===== config.mk =====
export PLATFORM = sky130hd
export DESIGN_NAME = lpen_latch
export DESIGN_NICKNAME = d
export VERILOG_FILES = /design/src/rtl/lpen_pkg.sv /design/src/rtl/lpen_sync.sv /design/src/rtl/lpen_align.sv /design/src/rtl/lpen_capture.sv /design/src/rtl/lpen_readout.sv /design/src/rtl/lpen_latch.sv
export SDC_FILE = /design/constraint.sdc
export NUM_CORES = 1
export LEC_CHECK = 0
export ABC_AREA = 1
export CORE_UTILIZATION = 41
export DETAILED_ROUTE_END_ITERATION = 10
export HOLD_SLACK_MARGIN = 0.03
export PLACE_DENSITY = 0.81
export REMOVE_ABC_BUFFERS = 1
export SETUP_SLACK_MARGIN = 0.2
export SLEW_MARGIN = 20
export SYNTH_ARGS = -nofsm -noshare
export SYNTH_HDL_FRONTEND = slang
export SYNTH_SLANG_ARGS = --single-unit
export TNS_END_PERCENT = 30

===== constraint.sdc =====
create_clock -name clk -period 0.9 [get_ports clk]
set_input_delay 0.135 -clock clk [delete_from_list [all_inputs] [get_ports clk]]
set_output_delay 0.135 -clock clk [all_outputs]
set_load 0.01 [all_outputs]

===== src/rtl/lpen_pkg.sv =====
package lpen_pkg;

  localparam int unsigned STAT_FULL_BIT = 6;
  localparam int unsigned STAT_VBL_BIT  = 5;

  typedef enum logic [1:0] {
    SEL_NONE = 2'd0,
    SEL_HI   = 2'd1,
    SEL_LO   = 2'd2,
    SEL_STAT = 2'd3
  } rd_sel_e;

endpackage


===== src/rtl/lpen_sync.sv =====
module lpen_sync #(
  parameter int unsigned STAGES = 2
) (
  input  logic clk,
  input  logic rst,
  input  logic pin,
  output logic rise
);

  logic [STAGES:0] chain;

  always_ff @(posedge clk) begin
    if (rst) chain <= '0;
    else     chain <= {chain[STAGES-1:0], pin};
  end

  assign rise = chain[STAGES-1] & ~chain[STAGES];

  // A single transition yields exactly one pulse
  p_single_pulse_r2: assert property (@(posedge clk) disable iff (rst)
    rise |=> !rise);

endmodule


===== src/rtl/lpen_align.sv =====
module lpen_align #(
  parameter int unsigned WIDTH = 14,
  parameter int unsigned LAG   = 0
) (
  input  logic             clk,
  input  logic             rst,
  input  logic [WIDTH-1:0] addr_in,
  output logic [WIDTH-1:0] addr_out
);

  generate
    if (LAG == 0) begin : g_direct
      assign addr_out = addr_in;
    end else begin : g_delay
      logic [WIDTH-1:0] dly [LAG];
      always_ff @(posedge clk) begin
        if (rst) dly[0] <= '0;
        else     dly[0] <= addr_in;
      end
      for (genvar i = 1; i < LAG; i++) begin : g_tap
        always_ff @(posedge clk) begin
          if (rst) dly[i] <= '0;
          else     dly[i] <= dly[i-1];
        end
      end
      assign addr_out = dly[LAG-1];
    end
  endgenerate

endmodule


===== src/rtl/lpen_capture.sv =====
module lpen_capture #(
  parameter int unsigned WIDTH = 14
) (
  input  logic             clk,
  input  logic             rst,
  input  logic             cap,
  input  logic             clr,
  input  logic [WIDTH-1:0] addr_in,
  output logic [WIDTH-1:0] value,
  output logic             full
);

  always_ff @(posedge clk) begin
    if (rst) begin
      value <= '0;
      full  <= 1'b0;
    end else begin
      if (cap) value <= addr_in;
      if (cap)      full <= 1'b1;
      else if (clr) full <= 1'b0;
    end
  end

  p_full_set_r6: assert property (@(posedge clk) disable iff (rst)
    cap |=> full);

  p_full_clear_r6: assert property (@(posedge clk) disable iff (rst)
    (clr && !cap) |=> !full);

  p_value_hold_r2: assert property (@(posedge clk) disable iff (rst)
    !cap |=> $stable(value));

endmodule


===== src/rtl/lpen_readout.sv =====
module lpen_readout
  import lpen_pkg::*;
#(
  parameter int unsigned ADDR_W = 14,
  parameter int unsigned DATA_W = 8
) (
  input  logic              clk,
  input  logic              rst,
  input  logic              rd_hi,
  input  logic              rd_lo,
  input  logic              rd_stat,
  input  logic [ADDR_W-1:0] value,
  input  logic              full,
  input  logic              vblank,
  output logic [DATA_W-1:0] rd_data
);

  localparam int unsigned HI_W = ADDR_W - DATA_W;
  localparam logic [DATA_W-1:0] STAT_MASK =
    DATA_W'((1 << STAT_FULL_BIT) | (1 << STAT_VBL_BIT));

  rd_sel_e          sel;
  logic [DATA_W-1:0] hi_word, lo_word, st_word;

  always_comb begin
    if (rd_hi)        sel = SEL_HI;
    else if (rd_lo)   sel = SEL_LO;
    else if (rd_stat) sel = SEL_STAT;
    else              sel = SEL_NONE;
  end

  always_comb begin
    hi_word = '0;
    hi_word[HI_W-1:0] = value[ADDR_W-1:DATA_W];
    lo_word = value[DATA_W-1:0];
    st_word = '0;
    st_word[STAT_FULL_BIT] = full;
    st_word[STAT_VBL_BIT]  = vblank;
  end

  always_ff @(posedge clk) begin
    if (rst) rd_data <= '0;
    else begin
      case (sel)
        SEL_HI:   rd_data <= hi_word;
        SEL_LO:   rd_data <= lo_word;
        SEL_STAT: rd_data <= st_word;
        default:  rd_data <= rd_data;
      endcase
    end
  end

  p_hi_pad_r4: assert property (@(posedge clk) disable iff (rst)
    rd_hi |=> (rd_data[DATA_W-1:HI_W] == '0));

  p_stat_pad_r5: assert property (@(posedge clk) disable iff (rst)
    (rd_stat && !rd_hi && !rd_lo) |=> ((rd_data & ~STAT_MASK) == '0));

  p_idle_hold_r4: assert property (@(posedge clk) disable iff (rst)
    (!rd_hi && !rd_lo && !rd_stat) |=> $stable(rd_data));

endmodule


===== src/rtl/lpen_latch.sv =====
module lpen_latch #(
  parameter int unsigned ADDR_W      = 14,
  parameter int unsigned DATA_W      = 8,
  parameter int unsigned SYNC_STAGES = 2,
  parameter int unsigned LEAD        = 2
) (
  input  logic              clk,
  input  logic              rst,
  input  logic [ADDR_W-1:0] scan_addr,
  input  logic              vblank,
  input  logic              pen_in,
  input  logic              rd_hi,
  input  logic              rd_lo,
  input  logic              rd_stat,
  output logic [DATA_W-1:0] rd_data
);

  localparam int unsigned LAG = SYNC_STAGES - LEAD;

  logic              pen_rise;
  logic [ADDR_W-1:0] aligned_addr;
  logic [ADDR_W-1:0] pos_value;
  logic              pos_full;
  logic              half_read;

  assign half_read = rd_hi | rd_lo;

  lpen_sync #(.STAGES(SYNC_STAGES)) u_sync (
    .clk  (clk),
    .rst  (rst),
    .pin  (pen_in),
    .rise (pen_rise)
  );

  lpen_align #(.WIDTH(ADDR_W), .LAG(LAG)) u_align (
    .clk      (clk),
    .rst      (rst),
    .addr_in  (scan_addr),
    .addr_out (aligned_addr)
  );

  lpen_capture #(.WIDTH(ADDR_W)) u_cap (
    .clk     (clk),
    .rst     (rst),
    .cap     (pen_rise),
    .clr     (half_read),
    .addr_in (aligned_addr),
    .value   (pos_value),
    .full    (pos_full)
  );

  lpen_readout #(.ADDR_W(ADDR_W), .DATA_W(DATA_W)) u_rd (
    .clk     (clk),
    .rst     (rst),
    .rd_hi   (rd_hi),
    .rd_lo   (rd_lo),
    .rd_stat (rd_stat),
    .value   (pos_value),
    .full    (pos_full),
    .vblank  (vblank),
    .rd_data (rd_data)
  );

endmodule


==> summary.txt <==
Power
  • Clock share of power: 0.329
  • Switching pwr: 566 uW
  • Leak pwr: 0.723 nW
  • Gate power share: 0.159
  • Reg power frac: 0.512
  • Pint: 1.87 mW
  • PD cells: 1520 nW/um^2
  • Max VDD drop: 1.11 mV
  • Sw Ratio: 0.232

Setup path
  • Worst R2R Path Depth: 5
  • Worst setup EP type: register
  • FF-to-FF End: u_cap.value[6]
  • Max incr delay on CP: 350 ps
  • Critical path launch point type: register
  • Crit path buf inv count: 2
  • CP max stage cell: dfxtp_2
  • CP arrival: 1210 ps
  • Worst path cell trace: inv_2, nor2_4, buf_4, o21ai_1, nor2_1
  • Setup CP Type: reg2reg
  • CP delay by family, top: flip-flops
  • CP max FO: 6
  • Crit path required time: 1170 ps
  • FF-to-FF Start: u_sync.chain[1]
  • Worst R2R Setup Slack: -30 ps

CTS
  • Skew-Pair Late Insertion Delay: 320 ps
  • TritonCTS Buffers: 3
  • CTS H-tree lvls: 1
  • CTS Sinks: 26
  • Max clock buf depth: 2
  • CTS Root Cell: clkbuf_4
  • CTS tree: yes
  • Hold buffer count at CTS: 0
  • Clock slew at reported path FFs: 140 ps

Synth
  • Cell variety after synth: 21
  • Part of the Yosys area used for sequential elements: 0.495
  • Avg Synthesized Cell Area: 7.79 sq um
  • Cell with the most instances after synthesis: nor2_1
  • Synthesized instance count: 135
  • Mux share of post-synthesis cell area: 0
  • Synth Area in Simple Gates: 0.262
  • Syn Std Cell Area: 1050 sq um
  • Yosys synthesis warning count: 0
  • Async SR Flop Fraction: 0
  • Post-Synth XOR/XNOR Area: 0
  • Largest family of logic cells by synthesized area: simple AND/OR/NAND/NOR gates
  • Post-synth EDFFs: 0
  • Compound-gate portion of the synthesized area: 0.159
  • Synthesis-stage register bit count: 26
  • Post-synth top area share: 0.495
  • Post-synthesis adder-cell area fraction: 0
  • Synth top cells by count: nor2_1, dfxtp_1, o21ai_0, nand2_1, inv_1
  • Synth area leaders: dfxtp_1, nor2_1, o21ai_0
  • Top_reg_cell synth: dfxtp_1
  • Yosys top cell by area: dfxtp_1

STA
  • Crit path time final: 933 ps
  • RSZ-0062 raised after global routing: yes
  • Fin crit share: 1.04
  • Maximum clock rate: 1070 MHz
  • Relative slew slack: 0.879
  • Final clock skew: 8.29 ps
  • Worst Max-Slew Pin Slew: 180 ps
  • Final Max Tran Viols: 0
  • Setup WS post-layout: -33.3 ps
  • Final number of setup-violating endpoints: 19
  • Hold Vio Cnt, Final: 0

Placed design
  • Dpl cell area: 1440 sq um
  • RD Place Congestion: 0.801
  • Post-DP HPWL: 1780 microns
  • I/O Buffers: 28
  • Setup slack at placement: -457 ps

Drt
  • Routed length per instance: 12.4 microns
  • Vias per inst: 4.93
  • Remaining DRCs: 0
  • Final ANT Viol Nets: 0
  • Vias post-DR: 1,030
  • Initial DRC count: 11
  • Pre-Repair DR Iteration Count: 4
  • Routed wire length: 2590 microns

Finish
  • Final core occ: 0.693
  • Diode count: 0
  • Share of layout cells above drive strength 1: 0.398
  • Final net count: 203
  • Syn-to-layout area delta: 52.7%
  • Fill cells: 190
  • Cell area after layout: 1610 sq um

Run status
  • Failing checks: setup timing
  • Status: complete, but fails checks

Run
  • Max Cap Violations: 0

Worst hold path
  • Hold Path End: u_rd.rd_data[7]
  • Min-delay src: rd_lo
  • Hold Crit Depth: 5
  • Min-Delay Path Class: in2reg

Floorplanning
  • Row count: 17
  • Core Area: 2320 sq um
  • Ports: 29
  • Die area: 2770 sq um
  • DIE HEIGHT: 52.7 microns
  • Chip width: 52.7 microns
  • Initial Utilization: 0.454

GRT
  • Total global-route track usage: 0.203
  • Antenna violations before repair: 0
  • Vias in the first global route: 991
  • Pin count of the biggest net entering global routing: 22
  • Congestion Overflow GR: 0
  • First-pass GRT wire length: 4090 microns
[power by group through the flow]
| stage | Combinational [mW] | Clock [mW] | Sequential (mW) |
|---|---|---|---|
| after global placement | 0.325 | 0 | 1.26 |
| final | 0.387 | 0.802 | 1.25 |
| after floorplan | 0.130 | 0 | 1.26 |
| after detailed placement | 0.337 | 0 | 1.26 |
| after global routing | 0.419 | 0.854 | 1.25 |
| after CTS | 0.361 | 0.808 | 1.24 |
[worst min-delay path: stages]
cell and delay (ps):
clkbuf_2 120, nor2_4 60, buf_4 140, nand3_2 50, a21oi_1 50
[registers in the layout, summed over array words and instances, names as in the netlist]
signal,flops
u_cap.value,14
u_rd.rd_data,8
u_sync.chain,3
u_cap.full,1
[metrics by stage]
stage	hold slack [ps]	instances	power, mW	setup TNS [ps]
after CTS	306	208	2.41	-283
after global routing	249	209	2.52	-1450
after floorplan	204	130	1.39	-1930
after detailed placement	419	201	1.60	-7480
after global placement	394	201	1.58	-6720
final	250	209	2.43	-404
[cell usage in the layout, fill, tap and decap left out, drive strengths merged]
cell type	instances
dfxtp	26
o21ai	21
a21oi	8
clkdlybuf4s15	1
nand3	5
buf	27
nand2	18
nor2	39
clkbuf	4
clkdlybuf4s50	17
inv	12
dlygate4sd2	1
nand4	1
bufinv	1
[kinds of logic (layout without fill, tap and decap cells)]
group | Yosys count | count (layout)
simple gates | 63 | 63
compound gates | 29 | 29
buf+inv | 17 | 63
flops | 26 | 26
[repair_timing]
| item | CTS | global route |
|---|---|---|
| resized for setup | 68 | 20 |
| gates cloned | 0 | 1 |
| setup buffers | 3 | 0 |
| pin swaps | 15 | 5 |
| endpoints found under the setup margin | 31 | 31 |
| endpoints found under the hold margin | 0 | 0 |
[layer usage]
layer,track usage,vias to the layer above,routed length (microns)
met5,0,-,0
met4,0.0482,0,24
met3,0.0551,4,104
met2,0.390,28,1420
met1,0.213,479,1050
li1,-,519,-
[cell type report]
| type | instances | area [sq um] | share of cell area |
|---|---|---|---|
| flip-flops and latches | 26 | 533 | 0.332 |
| multi-input cells | 92 | 494 | 0.308 |
| repair buffers | 47 | 434 | 0.270 |
| inverters | 12 | 57.6 | 0.0358 |
| well taps | 28 | 35.0 | 0.0218 |
| clock inverters | 1 | 30.0 | 0.0187 |
| clock buffers | 3 | 22.5 | 0.0140 |
[worst max path at each step]
stage / startpoint / to / slack (ps) / cells after the start
finish: u_sync.chain[1] / u_cap.value[6] / -30 / 5
global route: u_sync.chain[1] / u_cap.value[5] / -100 / 5
CTS: u_rd.rd_data[1] / rd_data[1] / -30 / 1
detailed placement: rd_lo / u_rd.rd_data[5] / -460 / 7
global placement: rd_lo / u_rd.rd_data[5] / -410 / 7
floorplan: u_sync.chain[1] / u_cap.value[5] / -190 / 5
Note: power is estimated with default switching activity, not from simulation.
